$ cat src/rtl/regwdog_pkg.sv
package regwdog_pkg;

   localparam int unsigned REG_W = 8;

   // register addresses (the host software decodes these)
   localparam logic [REG_W-1:0] A_FW_MAJ  = 8'h01;
   localparam logic [REG_W-1:0] A_FW_MIN  = 8'h02;
   localparam logic [REG_W-1:0] A_BL_MAJ  = 8'h03;
   localparam logic [REG_W-1:0] A_BL_MIN  = 8'h04;
   localparam logic [REG_W-1:0] A_CAUSE   = 8'h05;
   localparam logic [REG_W-1:0] A_STATE   = 8'h06;
   localparam logic [REG_W-1:0] A_TMO     = 8'h07;
   localparam logic [REG_W-1:0] A_LEFT    = 8'h08;
   localparam logic [REG_W-1:0] A_KICK    = 8'h09;
   localparam logic [REG_W-1:0] A_PULSE   = 8'h0A;

   typedef enum logic [1:0] {
      ST_INIT = 2'd0,
      ST_OFF  = 2'd1,
      ST_RUN  = 2'd2
   } wd_state_e;

   // reset-cause codes; 2, 3 and 5 are unused
   localparam logic [REG_W-1:0] CAUSE_POWER   = 8'd0;
   localparam logic [REG_W-1:0] CAUSE_WDOG    = 8'd1;
   localparam logic [REG_W-1:0] CAUSE_HOST    = 8'd4;
   localparam logic [REG_W-1:0] CAUSE_BADCFG  = 8'd6;
   localparam logic [REG_W-1:0] CAUSE_BADINST = 8'd7;
   localparam logic [REG_W-1:0] CAUSE_TRAP    = 8'd8;
   localparam logic [REG_W-1:0] CAUSE_OTHER   = 8'd9;

endpackage

$ cat src/rtl/regwdog_prescale.sv
module regwdog_prescale #(
   parameter int unsigned CLKS_PER_MS = 50000,
   parameter int unsigned MS_PER_SEC  = 1000
) (
   input  logic clk,
   input  logic rst_n,
   input  logic clr,
   output logic ms_tick,
   output logic sec_tick
);
   localparam int unsigned CW = (CLKS_PER_MS > 1) ? $clog2(CLKS_PER_MS) : 1;
   localparam int unsigned MW = (MS_PER_SEC > 1) ? $clog2(MS_PER_SEC) : 1;

   if (CLKS_PER_MS < 1) begin : g_bad_clks
      $error("CLKS_PER_MS must be at least 1");
   end
   if (MS_PER_SEC < 1) begin : g_bad_ms
      $error("MS_PER_SEC must be at least 1");
   end

   // millisecond stage
   if (CLKS_PER_MS == 1) begin : g_ms_direct
      assign ms_tick = 1'b1;
   end else begin : g_ms_div
      localparam logic [CW-1:0] CYC_LAST = CW'(CLKS_PER_MS - 1);
      logic [CW-1:0] cyc_q;
      always_ff @(posedge clk) begin
         if (!rst_n || clr)          cyc_q <= '0;
         else if (cyc_q == CYC_LAST) cyc_q <= '0;
         else                        cyc_q <= cyc_q + 1'b1;
      end
      assign ms_tick = (cyc_q == CYC_LAST);
   end

   // second stage
   if (MS_PER_SEC == 1) begin : g_sec_direct
      assign sec_tick = ms_tick;
   end else begin : g_sec_div
      localparam logic [MW-1:0] MS_LAST = MW'(MS_PER_SEC - 1);
      logic [MW-1:0] ms_q;
      always_ff @(posedge clk) begin
         if (!rst_n || clr) ms_q <= '0;
         else if (ms_tick) ms_q <= (ms_q == MS_LAST) ? '0 : ms_q + 1'b1;
      end
      assign sec_tick = ms_tick && (ms_q == MS_LAST);
   end
endmodule

$ cat src/rtl/regwdog_core.sv
module regwdog_core
   import regwdog_pkg::*;
(
   input  logic             clk,
   input  logic             rst_n,
   input  logic             ms_tick,
   input  logic             sec_tick,
   input  logic             st_wr,
   input  wd_state_e        st_val,
   input  logic             kick_wr,
   input  logic             tmo_wr,
   input  logic [REG_W-1:0] tmo_new,
   input  logic [REG_W-1:0] tmo_cur,
   input  logic [REG_W-1:0] pulse_ms,
   output wd_state_e        st_q,
   output logic [REG_W-1:0] cnt_q,
   output logic             pulse_q,
   output logic             expire,
   output logic             presc_clr
);
   logic             running, halt_wr, start, reload;
   logic [REG_W-1:0] load_val, pms_q;

   always_comb begin
      running   = (st_q == ST_RUN);
      halt_wr   = st_wr && (st_val != ST_RUN);
      start     = st_wr && (st_val == ST_RUN) && !running;
      reload    = !pulse_q && (start || (running && (kick_wr || tmo_wr)));
      load_val  = tmo_wr ? tmo_new : tmo_cur;
      expire    = running && !pulse_q && sec_tick && (cnt_q == 8'd1)
                  && !reload && !halt_wr;
      presc_clr = reload || expire;
   end

   always_ff @(posedge clk) begin
      if (!rst_n) begin
         st_q    <= ST_INIT;
         cnt_q   <= '0;
         pulse_q <= 1'b0;
         pms_q   <= '0;
      end else if (pulse_q) begin
         // host writes are locked out until the pulse ends
         if (ms_tick) begin
            if (pms_q == 8'd1) begin
               pulse_q <= 1'b0;
               st_q    <= ST_INIT;
            end
            pms_q <= pms_q - 8'd1;
         end
      end else if (expire) begin
         cnt_q   <= '0;
         pulse_q <= 1'b1;
         pms_q   <= pulse_ms;
      end else begin
         if (st_wr) st_q <= st_val;
         if (reload)
            cnt_q <= load_val;
         else if (running && sec_tick && (cnt_q != '0))
            cnt_q <= cnt_q - 8'd1;
      end
   end
endmodule

$ cat src/rtl/regwdog.sv
module regwdog
   import regwdog_pkg::*;
#(
   parameter int unsigned CLK_FREQ_HZ = 50_000_000,
   parameter int unsigned MS_PER_SEC  = 1000,
   parameter int unsigned TMO_MIN     = 3,
   parameter int unsigned TMO_DEFAULT = 30,
   parameter int unsigned PULSE_DEF   = 50,
   parameter logic [7:0]  FW_MAJ_REV  = 8'h02,
   parameter logic [7:0]  FW_MIN_REV  = 8'h00,
   parameter logic [7:0]  BL_MAJ_REV  = 8'h01,
   parameter logic [7:0]  BL_MIN_REV  = 8'h00
) (
   input  logic       clk,
   input  logic       rst_n,
   input  logic [7:0] reg_addr,
   input  logic [7:0] reg_wdata,
   input  logic       reg_we,
   input  logic       reg_re,
   output logic [7:0] reg_rdata,
   output logic       wdt_rst_o
);
   localparam int unsigned CLKS_PER_MS = CLK_FREQ_HZ / 1000;
   localparam logic [REG_W-1:0] TMO_MIN_B = REG_W'(TMO_MIN);
   localparam logic [REG_W-1:0] TMO_DEF_B = REG_W'(TMO_DEFAULT);
   localparam logic [REG_W-1:0] PLS_DEF_B = REG_W'(PULSE_DEF);

   if (CLK_FREQ_HZ < 1000) begin : g_bad_clk
      $error("CLK_FREQ_HZ must be at least 1000");
   end
   if (TMO_MIN < 1 || TMO_DEFAULT < TMO_MIN || TMO_DEFAULT > 255) begin : g_bad_tmo
      $error("timeout default outside its legal range");
   end
   if (PULSE_DEF < 1 || PULSE_DEF > 255) begin : g_bad_pulse
      $error("pulse default outside 1..255");
   end

   logic             ms_tick, sec_tick, presc_clr, expire;
   logic             st_wr, kick_wr, tmo_wr, dur_wr;
   wd_state_e        st_val, st_q;
   logic [REG_W-1:0] cnt_q, tmo_q, dur_q, cause_q;

   // write decode: only legal values are accepted
   always_comb begin
      st_val  = wd_state_e'(reg_wdata[1:0]);
      st_wr   = reg_we && (reg_addr == A_STATE) && (reg_wdata <= 8'd2);
      kick_wr = reg_we && (reg_addr == A_KICK)  && (reg_wdata == 8'd0);
      tmo_wr  = reg_we && (reg_addr == A_TMO)   && (reg_wdata >= TMO_MIN_B);
      dur_wr  = reg_we && (reg_addr == A_PULSE) && (reg_wdata != 8'd0);
   end

   always_ff @(posedge clk) begin
      if (!rst_n) begin
         tmo_q   <= TMO_DEF_B;
         dur_q   <= PLS_DEF_B;
         cause_q <= CAUSE_POWER;
      end else begin
         if (tmo_wr) tmo_q   <= reg_wdata;
         if (dur_wr) dur_q   <= reg_wdata;
         if (expire) cause_q <= CAUSE_WDOG;
      end
   end

   regwdog_prescale #(
      .CLKS_PER_MS (CLKS_PER_MS),
      .MS_PER_SEC  (MS_PER_SEC)
   ) u_presc (
      .clk      (clk),
      .rst_n    (rst_n),
      .clr      (presc_clr),
      .ms_tick  (ms_tick),
      .sec_tick (sec_tick)
   );

   regwdog_core u_core (
      .clk       (clk),
      .rst_n     (rst_n),
      .ms_tick   (ms_tick),
      .sec_tick  (sec_tick),
      .st_wr     (st_wr),
      .st_val    (st_val),
      .kick_wr   (kick_wr),
      .tmo_wr    (tmo_wr),
      .tmo_new   (reg_wdata),
      .tmo_cur   (tmo_q),
      .pulse_ms  (dur_q),
      .st_q      (st_q),
      .cnt_q     (cnt_q),
      .pulse_q   (wdt_rst_o),
      .expire    (expire),
      .presc_clr (presc_clr)
   );

   // read mux
   always_comb begin
      reg_rdata = '0;
      if (reg_re) begin
         case (reg_addr)
            A_FW_MAJ: reg_rdata = FW_MAJ_REV;
            A_FW_MIN: reg_rdata = FW_MIN_REV;
            A_BL_MAJ: reg_rdata = BL_MAJ_REV;
            A_BL_MIN: reg_rdata = BL_MIN_REV;
            A_CAUSE:  reg_rdata = cause_q;
            A_STATE:  reg_rdata = {6'd0, st_q};
            A_TMO:    reg_rdata = tmo_q;
            A_LEFT:   reg_rdata = cnt_q;
            A_PULSE:  reg_rdata = dur_q;
            default:  reg_rdata = '0;
         endcase
      end
   end
endmodule

$ cat config.mk
export PLATFORM = sky130hd
export DESIGN_NAME = regwdog
export DESIGN_NICKNAME = d
export VERILOG_FILES = /design/src/rtl/regwdog_pkg.sv /design/src/rtl/regwdog_prescale.sv /design/src/rtl/regwdog_core.sv /design/src/rtl/regwdog.sv
export SDC_FILE = /design/constraint.sdc
export NUM_CORES = 1
export LEC_CHECK = 0
export ABC_AREA = 1
export BUFFER_PORTS_ARGS = -buffer_cell sky130_fd_sc_hd__buf_4
export CAP_MARGIN = 20
export CORE_ASPECT_RATIO = 0.7
export CORE_MARGIN = 10
export CORE_UTILIZATION = 53
export DETAILED_ROUTE_END_ITERATION = 10
export PLACE_DENSITY = 0.82
export SETUP_SLACK_MARGIN = 0.2
export SYNTH_ARGS = -nofsm -noshare
export SYNTH_HDL_FRONTEND = slang
export SYNTH_SLANG_ARGS = --single-unit
$ cat constraint.sdc
create_clock -name clk -period 2.2 [get_ports clk]
set_clock_uncertainty 0.05 [all_clocks]
set_input_delay 0.33 -clock clk [delete_from_list [all_inputs] [get_ports clk]]
set_output_delay 0.33 -clock clk [all_outputs]
set_load 0.05 [all_outputs]
==> summary.md <==
| Metric | Value |
|---|---|
| Status | finished, final reports clean |
| Synth Register Bits | 62 |
| Arr. time, crit path | 1.66 ns |
| Max incr delay on CP | 0.18 ns |
| Clock latency on the worst-skew pair | 0.36 ns |
| Number of sinks driven by the clock tree | 62 |
| Die width | 121 um |
| Number of hold buffers added after cts | 0 |
| Initial DRC Count | 537 |
| Most used cells in the layout excluding fill and tap cells | 107 x sky130_fd_sc_hd__nand2_1, 78 x sky130_fd_sc_hd__inv_1, 72 x sky130_fd_sc_hd__nor2_1 |
| Overflow after GRT | 0 |
| Cells along the critical path | buf_4 > inv_2 > nor2_4 > inv_1 > nor2_4 > o21ai_0 > nand3_1 > and2_4 > inv_2 > nor2_2 > buf_6 |
| Met2 routed WL | 5190 um |
| Clock tree root driver cell | sky130_fd_sc_hd__clkbuf_8 |
| Yosys top cell area share | 0.327 |
| Synth Cell Area | 3800 um2 |
| TritonCTS clock tree | done |
| Post-synthesis sequential area ratio | 0.327 |
| Placement Setup Slack | 0.0314 ns |
| Max frequency | 491 MHz |
| Post-layout worst setup margin | 0.164 ns |
| Number of warnings reported in the yosys synthesis log | 0 |
| Port-buffer cells | 28 |
| Std cell rows | 25 |
| Final cell count without fillers | 738 |
| Sort of element at the start of the critical path | input pin |
| Post-synth top area cell | sky130_fd_sc_hd__dfxtp_1 |
| Setup_tns | 0 ns |
| Min Hold Slack | 0.190 ns |
| Number of endpoints failing setup at the final stage | 0 |
| N_diodes | 0 |
| Area growth from synthesis to final layout | 28.4% |
| Placed cells | 707 |
| Measured slew at the worst slew-check pin | 0.424 ns |
| Count of cell types in the netlist | 44 |
| Worst hold start | reg_wdata[6] |
| Global-route wire length before repair | 18,100 um |
| R2R depth | 11 |
| Die ar. | 11,000 um2 |
| Height of the chip | 90.8 um |
| Power density relative to cell area | 496 nW/um2 |
| R2r setup slk | 0.21 ns |
| H-tree lvl count | 3 |
| Total area of multi-input combinational cells | 2450 um2 |
| Number of flops mapped to enable cells by yosys | 0 |
| Ys flop type | sky130_fd_sc_hd__dfxtp_1 |
| Most area-consuming cells after synthesis | sky130_fd_sc_hd__dfxtp_1 33%, sky130_fd_sc_hd__nand2_1 11%, sky130_fd_sc_hd__inv_1 8.5%, sky130_fd_sc_hd__nor2_1 8.5%, sky130_fd_sc_hd__a21oi_1 4.6% |
| Antenna Violating Nets Remaining | 0 |
| Count of cells along the worst hold path | 3 |
| Hold endpoint | dur_q[6] |
| Global-route usage over all layers | 0.200 |
| Total Routed Length | 11,800 um |
| Total routed wire length on the met1 layer | 5160 um |
| RSZ-0062 raised after global routing | true |
| Fraction of final layout cells with drive strength greater than 1 | 0.259 |
| Worst voltage drop across the vdd grid | 0.000360 V |
| Pin count of the biggest net entering global routing | 28 |
| Detailed Routing Iterations Pass 1 | 6 |
| Largest fanout on the critical path | 4 |
| Routability-driven placement congestion ratio | 0.931 |
| Worst Setup Path Type | in2out |
| CP required | 1.82 ns |
| Buffer and inverter count on the worst path | 5 |
| Leading cell type in the layout, fill and taps excluded | sky130_fd_sc_hd__nand2_1 |
| Clock transition at path regs | 0.08 ns |
| Leakage component of the power | 2.13 nW |
| Minimum clock period | 2.04 ns |
| Overall power after layout | 0.00242 W |
| Effective utilization at floorplan | 0.555 |
| Top-level I/O count | 29 |
| Clock buffer count from CTS | 9 |
| Worst path top cell family by delay | simple AND/OR/NAND/NOR gates |
| Area used by sequential logic in the layout | 1250 um2 |
| Crit. End Element | output port |
| Std-Cell Core Area | 6850 um2 |
| Routed wire per std cell | 16.0 um |
| Worst-case clock buffer depth | 2 |
| Count of vias placed by the detailed router | 4,178 |
| Routed met3 length | 1220 um |
| Final Max Slew Viols | 0 |
| Proportion of register bits with asynchronous set or reset after synthesis | 0 |
| Fill cell instance count of the final layout | 523 |
| Critical register-to-register path endpoint | u_core.st_q[0] |
| Slew Limit Headroom | 0.715 |
| Part of the cycle the worst path needs | 0.925 |
| Reported max-cap violation count | 0 |
| Number of antenna violations at the first check in global routing | 0 |
| Slowest cell on the critical path | sky130_fd_sc_hd__buf_6 |
| Drt drc | 0 |
| Gate count of the mapped netlist | 580 |
| Total Nets Final | 665 |
| Top routing layer in use | met4 |
| Detail Placement HPWL | 8180 um |
| Classification of the worst-slack hold path | in2reg |
| Final count of hold timing violations | 0 |
| Number of global-route vias before repair | 3,721 |
| Worst R2R Start | u_presc.g_ms_div.cyc_q[0] |
| Via/cell ratio | 5.66 |
| Synth Area per Inst | 6.55 um2 |
| Syn Nets | 606 |
==> cell usage after synthesis, types with 5 or more instances <==
library cell               count
sky130_fd_sc_hd__nand2_2       8
sky130_fd_sc_hd__nor3b_1       5
sky130_fd_sc_hd__inv_1        86
sky130_fd_sc_hd__clkbuf_1      5
sky130_fd_sc_hd__inv_2         6
sky130_fd_sc_hd__nand4_1      11
sky130_fd_sc_hd__nor2_1       86
sky130_fd_sc_hd__nand2_1     113
sky130_fd_sc_hd__a21oi_1      35
sky130_fd_sc_hd__or2_2         5
sky130_fd_sc_hd__nor3_1       17
sky130_fd_sc_hd__o21ai_0      32
sky130_fd_sc_hd__o22ai_1       5
sky130_fd_sc_hd__nor2_2        6
sky130_fd_sc_hd__nand3_1      27
sky130_fd_sc_hd__ha_1          6
sky130_fd_sc_hd__xor2_1       12
sky130_fd_sc_hd__dfxtp_1      62
sky130_fd_sc_hd__a31oi_1       6
==> state kept, by name, indices dropped and copies added (netlist names) <==
name                    count
u_presc.g_ms_div.cyc_q     16
u_presc.g_sec_div.ms_q     10
dur_q                       8
tmo_q                       8
u_core.cnt_q                8
u_core.pms_q                8
u_core.st_q                 2
cause_q                     1
u_core.pulse_q              1
==> logic make-up (layout without fill, tap and decap cells) <==
group,count (synthesis),in the layout,share of synthesized area
buf+inv,103,166,0.108
xor+xnor,14,14,0.0323
compound gates,95,95,0.141
flops,62,62,0.327
fa+ha+maj,6,6,0.0198
simple gates,300,301,0.372
==> area by class of cell <==
cell class / count / area share
well taps: 94 / 0.0241
inverters: 92 / 0.0731
clock inverters: 6 / 0.0192
repair buffers: 58 / 0.100
flip-flops and latches: 62 / 0.256
multi-input cells: 416 / 0.502
clock buffers: 10 / 0.0262
==> worst min-delay path: cells and delay by family <==
| family | cells | cell delay [ns] |
|---|---|---|
| AOI/OAI and AO/OA | 1 | 0.11 |
| buffers and inverters | 2 | 0.12 |
==> per-stage QoR <==
step | utilization | area, um2
2_1_floorplan | - | 3810
3_3_place_gp | 0.612 | 4190
3_5_place_dp | 0.612 | 4190
4_1_cts | 0.671 | 4590
5_1_grt | 0.712 | 4880
6_report | 0.712 | 4880
==> metal layers <==
metal | track usage | vias up
met5 | 0 | -
met4 | 0.0614 | 0
met3 | 0.0556 | 25
met2 | 0.290 | 232
met1 | 0.277 | 1919
li1 | - | 2002
==> report_power, final <==
group	internal, W	switching (W)	total, W	leakage (nW)
clock network	0.000646	0.000502	0.00115	0.107
registers	0.00113	0.00000568	0.00113	0.502
logic	0.0000537	0.0000867	0.000140	1.52
total	0.00183	0.000594	0.00242	2.13
==> worst max-delay path by stage <==
stage / startpoint / slack, ns / cells past startpoint / to
floorplan: reg_addr[5] / 0.12 / 8 / reg_rdata[1]
global placement: reg_addr[5] / 0.07 / 11 / reg_rdata[1]
detailed placement: reg_addr[4] / 0.03 / 10 / reg_rdata[1]
CTS: u_presc.g_ms_div.cyc_q[1] / 0.20 / 14 / u_core.cnt_q[4]
global route: reg_addr[4] / 0.09 / 11 / reg_rdata[5]
finish: reg_addr[2] / 0.16 / 11 / reg_rdata[6]
==> repair_timing <==
item,4_1_cts,5_1_grt
endpoints found under the setup margin,44,52
gates cloned,0,1
resized for setup,44,52
pin swaps,13,24
buffers inserted,3,11
Note: power is estimated with default switching activity, not from simulation.
